===== config.mk =====
export PLATFORM = sky130hd
export DESIGN_NAME = dma16_ctrl
export DESIGN_NICKNAME = d
export VERILOG_FILES = /design/src/rtl/dma16_ctrl.sv
export SDC_FILE = /design/constraint.sdc
export NUM_CORES = 2
export LEC_CHECK = 0
export BUFFER_PORTS_ARGS = -buffer_cell sky130_fd_sc_hd__buf_4
export CAP_MARGIN = 30
export CORE_AREA = 2 2 358 360
export CTS_CLUSTER_DIAMETER = 200
export DETAILED_ROUTE_END_ITERATION = 8
export DIE_AREA = 0 0 360 362
export REMOVE_ABC_BUFFERS = 1
export SLEW_MARGIN = 20
export SYNTH_ARGS = -nofsm -noshare
export SYNTH_HDL_FRONTEND = slang
export SYNTH_SLANG_ARGS = --single-unit
export TNS_END_PERCENT = 5

===== constraint.sdc =====
create_clock -name clk -period 5.7 [get_ports clk]
set_input_delay 0.285 -clock clk [delete_from_list [all_inputs] [get_ports clk]]
set_output_delay 0.285 -clock clk [all_outputs]
set_load 0.01 [all_outputs]

===== src/rtl/dma16_ctrl.sv =====
module dma16_ctrl #(
  parameter int AW = 24,
  parameter int DW = 8,
  parameter int CW = 16
) (
  input  logic          clk,
  input  logic          rst_n,
  input  logic [7:0]    reg_addr,
  input  logic          reg_we,
  input  logic [7:0]    reg_wdata,
  output logic [7:0]    reg_rdata,
  input  logic          desc_we,
  input  logic [AW-1:0] desc_src,
  input  logic [AW-1:0] desc_dst,
  input  logic [CW-1:0] desc_cnt,
  input  logic          desc_src_inc,
  input  logic          desc_dst_inc,
  input  logic [15:0]   per_req,
  input  logic [15:0]   per_stop,
  output logic [AW-1:0] mem_addr,
  output logic          mem_re,
  output logic          mem_we,
  output logic [DW-1:0] mem_wdata,
  input  logic [DW-1:0] mem_rdata,
  output logic          cpu_hold,
  output logic          irq
);
  localparam int NCH = 16;
  localparam int CHW = $clog2(NCH);
  localparam logic [7:0] A_CSEL = 8'h9B;
  localparam logic [7:0] A_DNL  = 8'h9C;
  localparam logic [7:0] A_DNH  = 8'h9D;
  localparam logic [7:0] A_STS  = 8'hA4;
  localparam logic [7:0] A_ENL  = 8'hAC;
  localparam logic [7:0] A_ENH  = 8'hAD;

  typedef enum logic [1:0] {S_IDLE, S_RD, S_WR} st_t;

  st_t            st_q;
  logic [CHW-1:0] act_q, pick;
  logic [AW-1:0]  src_q, dst_q;
  logic [CW:0]    rem_q;
  logic           si_q, di_q;
  logic [DW-1:0]  buf_q;
  logic [NCH-1:0] en_q, done_q, stop_q, en_d, done_d, stop_d;
  logic [NCH-1:0] pend, set_done, set_stop;
  logic [7:0]     csel_q;
  logic           stop_now, last_beat;

  logic [AW-1:0]  d_src [NCH];
  logic [AW-1:0]  d_dst [NCH];
  logic [CW-1:0]  d_cnt [NCH];
  logic [NCH-1:0] d_si, d_di;

  assign pend = en_q & per_req;

  always_comb begin
    pick = '0;
    for (int i = NCH - 1; i >= 0; i--)
      if (pend[i]) pick = CHW'(i);
  end

  assign stop_now  = (st_q != S_IDLE) && per_stop[act_q];
  assign last_beat = (st_q == S_WR) && !stop_now && (rem_q == (CW+1)'(1));
  assign set_done  = last_beat ? (NCH'(1) << act_q) : '0;
  assign set_stop  = stop_now  ? (NCH'(1) << act_q) : '0;

  assign cpu_hold  = (st_q != S_IDLE);
  assign mem_re    = (st_q == S_RD) && !stop_now;
  assign mem_we    = (st_q == S_WR) && !stop_now;
  assign mem_addr  = (st_q == S_WR) ? dst_q : src_q;
  assign mem_wdata = buf_q;
  assign irq       = |done_q;

  always_ff @(posedge clk or negedge rst_n) begin
    if (!rst_n) begin
      st_q  <= S_IDLE;
      act_q <= '0;
      src_q <= '0;
      dst_q <= '0;
      rem_q <= '0;
      si_q  <= 1'b0;
      di_q  <= 1'b0;
      buf_q <= '0;
    end else begin
      case (st_q)
        S_IDLE: if (|pend) begin
          st_q  <= S_RD;
          act_q <= pick;
          src_q <= d_src[pick];
          dst_q <= d_dst[pick];
          si_q  <= d_si[pick];
          di_q  <= d_di[pick];
          rem_q <= (d_cnt[pick] == '0) ? {1'b1, {CW{1'b0}}} : {1'b0, d_cnt[pick]};
        end
        S_RD: if (stop_now) st_q <= S_IDLE;
              else begin
                buf_q <= mem_rdata;
                st_q  <= S_WR;
              end
        S_WR: if (stop_now || last_beat) st_q <= S_IDLE;
              else begin
                st_q  <= S_RD;
                src_q <= src_q + AW'(si_q);
                dst_q <= dst_q + AW'(di_q);
                rem_q <= rem_q - (CW+1)'(1);
              end
        default: st_q <= S_IDLE;
      endcase
    end
  end

  always_comb begin
    en_d   = en_q;
    done_d = done_q;
    stop_d = stop_q;
    if (reg_we) begin
      case (reg_addr)
        A_ENL: en_d[7:0]   = reg_wdata;
        A_ENH: en_d[15:8]  = reg_wdata;
        A_DNL: done_d[7:0] = done_q[7:0] & reg_wdata;
        A_DNH: done_d[15:8] = done_q[15:8] & reg_wdata;
        A_STS: if (csel_q[7]) stop_d[15:8] = stop_q[15:8] & reg_wdata;
               else           stop_d[7:0]  = stop_q[7:0] & reg_wdata;
        default: ;
      endcase
    end
    en_d   = en_d & ~(set_done | set_stop);
    done_d = done_d | set_done;
    stop_d = stop_d | set_stop;
  end

  always_ff @(posedge clk or negedge rst_n) begin
    if (!rst_n) begin
      en_q   <= '0;
      done_q <= '0;
      stop_q <= '0;
      csel_q <= '0;
    end else begin
      en_q   <= en_d;
      done_q <= done_d;
      stop_q <= stop_d;
      if (reg_we && reg_addr == A_CSEL)
        csel_q <= {reg_wdata[7], 3'b000, reg_wdata[3:0]};
    end
  end

  always_ff @(posedge clk or negedge rst_n) begin
    if (!rst_n) begin
      for (int i = 0; i < NCH; i++) begin
        d_src[i] <= '0;
        d_dst[i] <= '0;
        d_cnt[i] <= '0;
      end
      d_si <= '0;
      d_di <= '0;
    end else if (desc_we) begin
      d_src[csel_q[CHW-1:0]] <= desc_src;
      d_dst[csel_q[CHW-1:0]] <= desc_dst;
      d_cnt[csel_q[CHW-1:0]] <= desc_cnt;
      d_si[csel_q[CHW-1:0]]  <= desc_src_inc;
      d_di[csel_q[CHW-1:0]]  <= desc_dst_inc;
    end
  end

  always_comb begin
    case (reg_addr)
      A_ENL:   reg_rdata = en_q[7:0];
      A_ENH:   reg_rdata = en_q[15:8];
      A_DNL:   reg_rdata = done_q[7:0];
      A_DNH:   reg_rdata = done_q[15:8];
      A_STS:   reg_rdata = csel_q[7] ? stop_q[15:8] : stop_q[7:0];
      A_CSEL:  reg_rdata = csel_q;
      default: reg_rdata = 8'h00;
    endcase
  end
endmodule


==> results.md <==
- Seq/Total Area, Yosys: between 50% and 60%
- Largest net degree at the start of global routing: 164
- Slew HR: 29.3%
- Die area: 130000 µm²
- Die height: 362 µm
- R2R Setup Slk: approximately 1.6 ns
- Worst r2r path cells: 10
- Synth Area in Compound Gates: 7.48%
- Synthesis-stage register bit count: 1190
- Routed vias: 40800
- CTS tree: built
- Xor/xnor share of the synthesized area: 0%
- H-tree depth: 4
- Tcrit/Tclk final: 71.4%
- Mux cell area share after synthesis: 24.9%
- Adder-cell share of the synthesized area: 0.133%
- CP Capture Type: register
- Max Clk Rate: ~250 MHz
- Area growth, synth to finish: 14.4%
- Starting Density: 44.6%
- Worst skew pair latency: 0.77 ns
- Count leader, synth: dfrtp_1
- Post-Synth Simple-Gate Area: 11.5%
- RSZ-0062 raised after global routing: false
- PortBufs: 169
- Syn_area_per_cell: approximately 11 µm²
- DR iter-0 viols: 3509
- Max-slew violation count: 0
- Synth area leader: dfrtp_1
- EDFF count, synth: 0
- Synth top cells by count: 1190 x dfrtp_1, 1080 x mux2_2, 897 x nand2_1
- Post-layout nets: 5149
- Gpl congestion: 0.880
- Post-route minimum period: 4.07 ns
- I/O pin count: between 150 and 200
- Reg area: roughly 30000 µm²
- Hold path startpoint: reg_we
- Setup CP Type: register to register
- Root Driver: clkbuf_16
- DRT antenna net count: 0
- Number of cells upsized or downsized after cts: 0
- Final setup violating endpoints: 0
- Worst path arrival time: between 4 and 5 ns
- Final setup skew: 0.0317 ns
- Via-per-instance ratio: ~6.0
- Non-filler cells, final: 6781
- Final WS setup: 1.63 ns
- Multi-input logic area: 25000 µm²
- Clk buf depth: 3
- Reg2reg end: rem_q[16]
- Hpwl dp: 96900 µm
- Max-cap check violation count: 0
- Pwr Density: 400 nW/µm²
- Share of cells above drive strength 1: 31.9%
- Startpoint types: register
- Number of clock sinks: about 1200
- Worst-path clk slew: 0.06 ns
- TritonCTS buffer count: 134
- Total global-route track usage: 26.0%
- Worst slew pin tran: between 1 and 1.5 ns
- Peak supply drop: 0.324 mV
- Post-synthesis async set-or-reset flop share: 100%
- Pre-antenna DRT Iters: 6
- Synth Instances: 4931
- Synth area leaders: dfrtp_1 53%, mux2_2 22%, nand2_1 6.0%, mux2i_1 2.4%, nand3_1 2.2%
- Number of fillers in the final layout: ~11000
- Synthesized area: 56500 µm²
- Worst Hold Path EP: done_q[9]
- Routed Wire Length: 170000 µm
- Vias in the first global route: 40600
- Placed cells: 6459
- WL per Instance: 25.0 µm
- Initial antenna violation count: 9
- Worst Hold Depth: 4
- Hold Fails Final Rpt: 0
- Lkg Pwr: 30.6 nW
- Yosys cell types: 85
- Post-CTS Setup Inserts: 0
- Largest family of logic cells by synthesized area: multiplexers
- Die W: 360 µm
- Primary FF master, synth: dfrtp_1
- Post-synth top area share: 52.7%
- Row count: ~130
- Worst Hold Class: input port to register
- CP required: 6.39 ns
- Total grt overflow: 0
- Yosys warnings: 0
- Critical path fanouts, max: 14
- Post-Place Worst Slack: ~1.7 ns
- Launching point of the worst reg2reg path: en_q[6]
- Area of the core: 127000 µm²
- First-pass GRT wire length: 261000 µm
- CTS hold repair buffers: 83
- Status: finished, final reports clean
- DR DRC count: 0
-- layout by cell type, fill, tap and decap left out, types with 20 or more instances in the layout --
| cell type | synthesis | final |
|---|---|---|
| dfrtp_1 | 1190 | 1190 |
| dlygate4sd3_1 | 0 | 83 |
| clkbuf_1 | 252 | 32 |
| nor3_1 | 37 | 36 |
| nor2_1 | 79 | 68 |
| clkbuf_8 | 0 | 25 |
| buf_12 | 0 | 25 |
| clkbuf_16 | 0 | 138 |
| a311oi_1 | 117 | 117 |
| nand2_1 | 897 | 895 |
| and3_1 | 110 | 109 |
| a31oi_1 | 34 | 34 |
| clkinv_2 | 0 | 20 |
| mux4_2 | 23 | 23 |
| buf_4 | 25 | 247 |
| nand3_1 | 250 | 250 |
| a22oi_1 | 42 | 42 |
| mux2i_1 | 137 | 137 |
| a21oi_1 | 107 | 106 |
| mux2_2 | 1080 | 1080 |
| nor4_1 | 22 | 22 |
| o21ai_0 | 131 | 131 |
-- registers in the layout, indices dropped and copies added (netlist names), 2 cells and up --
register,count
en_q,16
mem_wdata,8
st_q,2
d_dst,384
rem_q,17
d_si,16
d_cnt,256
done_q,16
csel_q,5
d_di,16
src_q,24
act_q,4
dst_q,24
stop_q,16
d_src,384
-- where the power goes --
part	switching, mW	internal (mW)	leakage (nW)	total [mW]
Sequential	0.739	9.43	16.1	10.2
Clock	3.59	5.05	2.14	8.64
Combinational	4.42	2.64	12.4	7.06
-- how the worst max path moves through the flow --
| stage | startpoint | to | slack, ns | depth (start not counted) |
|---|---|---|---|---|
| 2_1_floorplan | en_q[11] | rem_q[16] | -10.78 | 10 |
| 3_3_place_gp | en_q[6] | rem_q[16] | 1.72 | 10 |
| 3_5_place_dp | en_q[6] | dst_q[22] | 1.75 | 10 |
| 4_1_cts | en_q[6] | rem_q[16] | 1.72 | 10 |
| 5_1_grt | en_q[7] | rem_q[16] | 1.36 | 10 |
| 6_report | en_q[6] | rem_q[16] | 1.63 | 10 |
-- through the flow --
step | hold slack (ns) | power (mW) | TNS [ns] | instance area [µm²] | utilization [%]
after floorplan | -0.0106 | 14.7 | -641.09 | 54700 | -
after global placement | 0.420 | 17.1 | 0 | 59300 | 46.8
after detailed placement | 0.439 | 17.3 | 0 | 59400 | 46.9
after CTS | 0.00817 | 26.0 | 0 | 64600 | 51.0
after global routing | 0.0836 | 27.0 | 0 | 64600 | 51.0
final | 0.0683 | 25.9 | 0 | 64600 | 51.0
-- final cells by class --
| type | instances | share of cell area (%) |
|---|---|---|
| Clock inverter | 40 | 0.668 |
| Sequential cell | 1190 | 46.1 |
| Multi-Input combinational cell | 3321 | 38.8 |
| Inverter | 10 | 0.0581 |
| Timing Repair Buffer | 360 | 5.13 |
| Tap cell | 1662 | 3.22 |
| Antenna cell | 3 | 0.0116 |
| Clock buffer | 195 | 6.06 |
-- metal layers --
metal  share of wire [%]  track usage, %  vias up
li1                    -               -    17800
met1                  46            37.5    21300
met2                  46            40.2     1308
met3                 6.0            4.22      313
met4                 2.8            8.16       12
met5               0.037               0        -
-- cell families after synthesis --
logic type	after synthesis
muxes	1241
AOI/OAI and AO/OA	602
DFF	1190
buffers and inverters	420
and+or+nand+nor	1472
adders and majority gates	6
-- worst max-delay path, cell delays in order (launching register included) --
cell	delay, ns
dfrtp_1	0.42
a22oi_1	0.39
nand2_1	0.21
nor2_1	0.47
nand2_1	0.59
nor2_1	0.80
a22oi_1	0.20
and4_1	0.30
a2111oi_2	0.34
nand4_1	0.13
o21ai_1	0.15
Power figures use the tool's default switching activity.
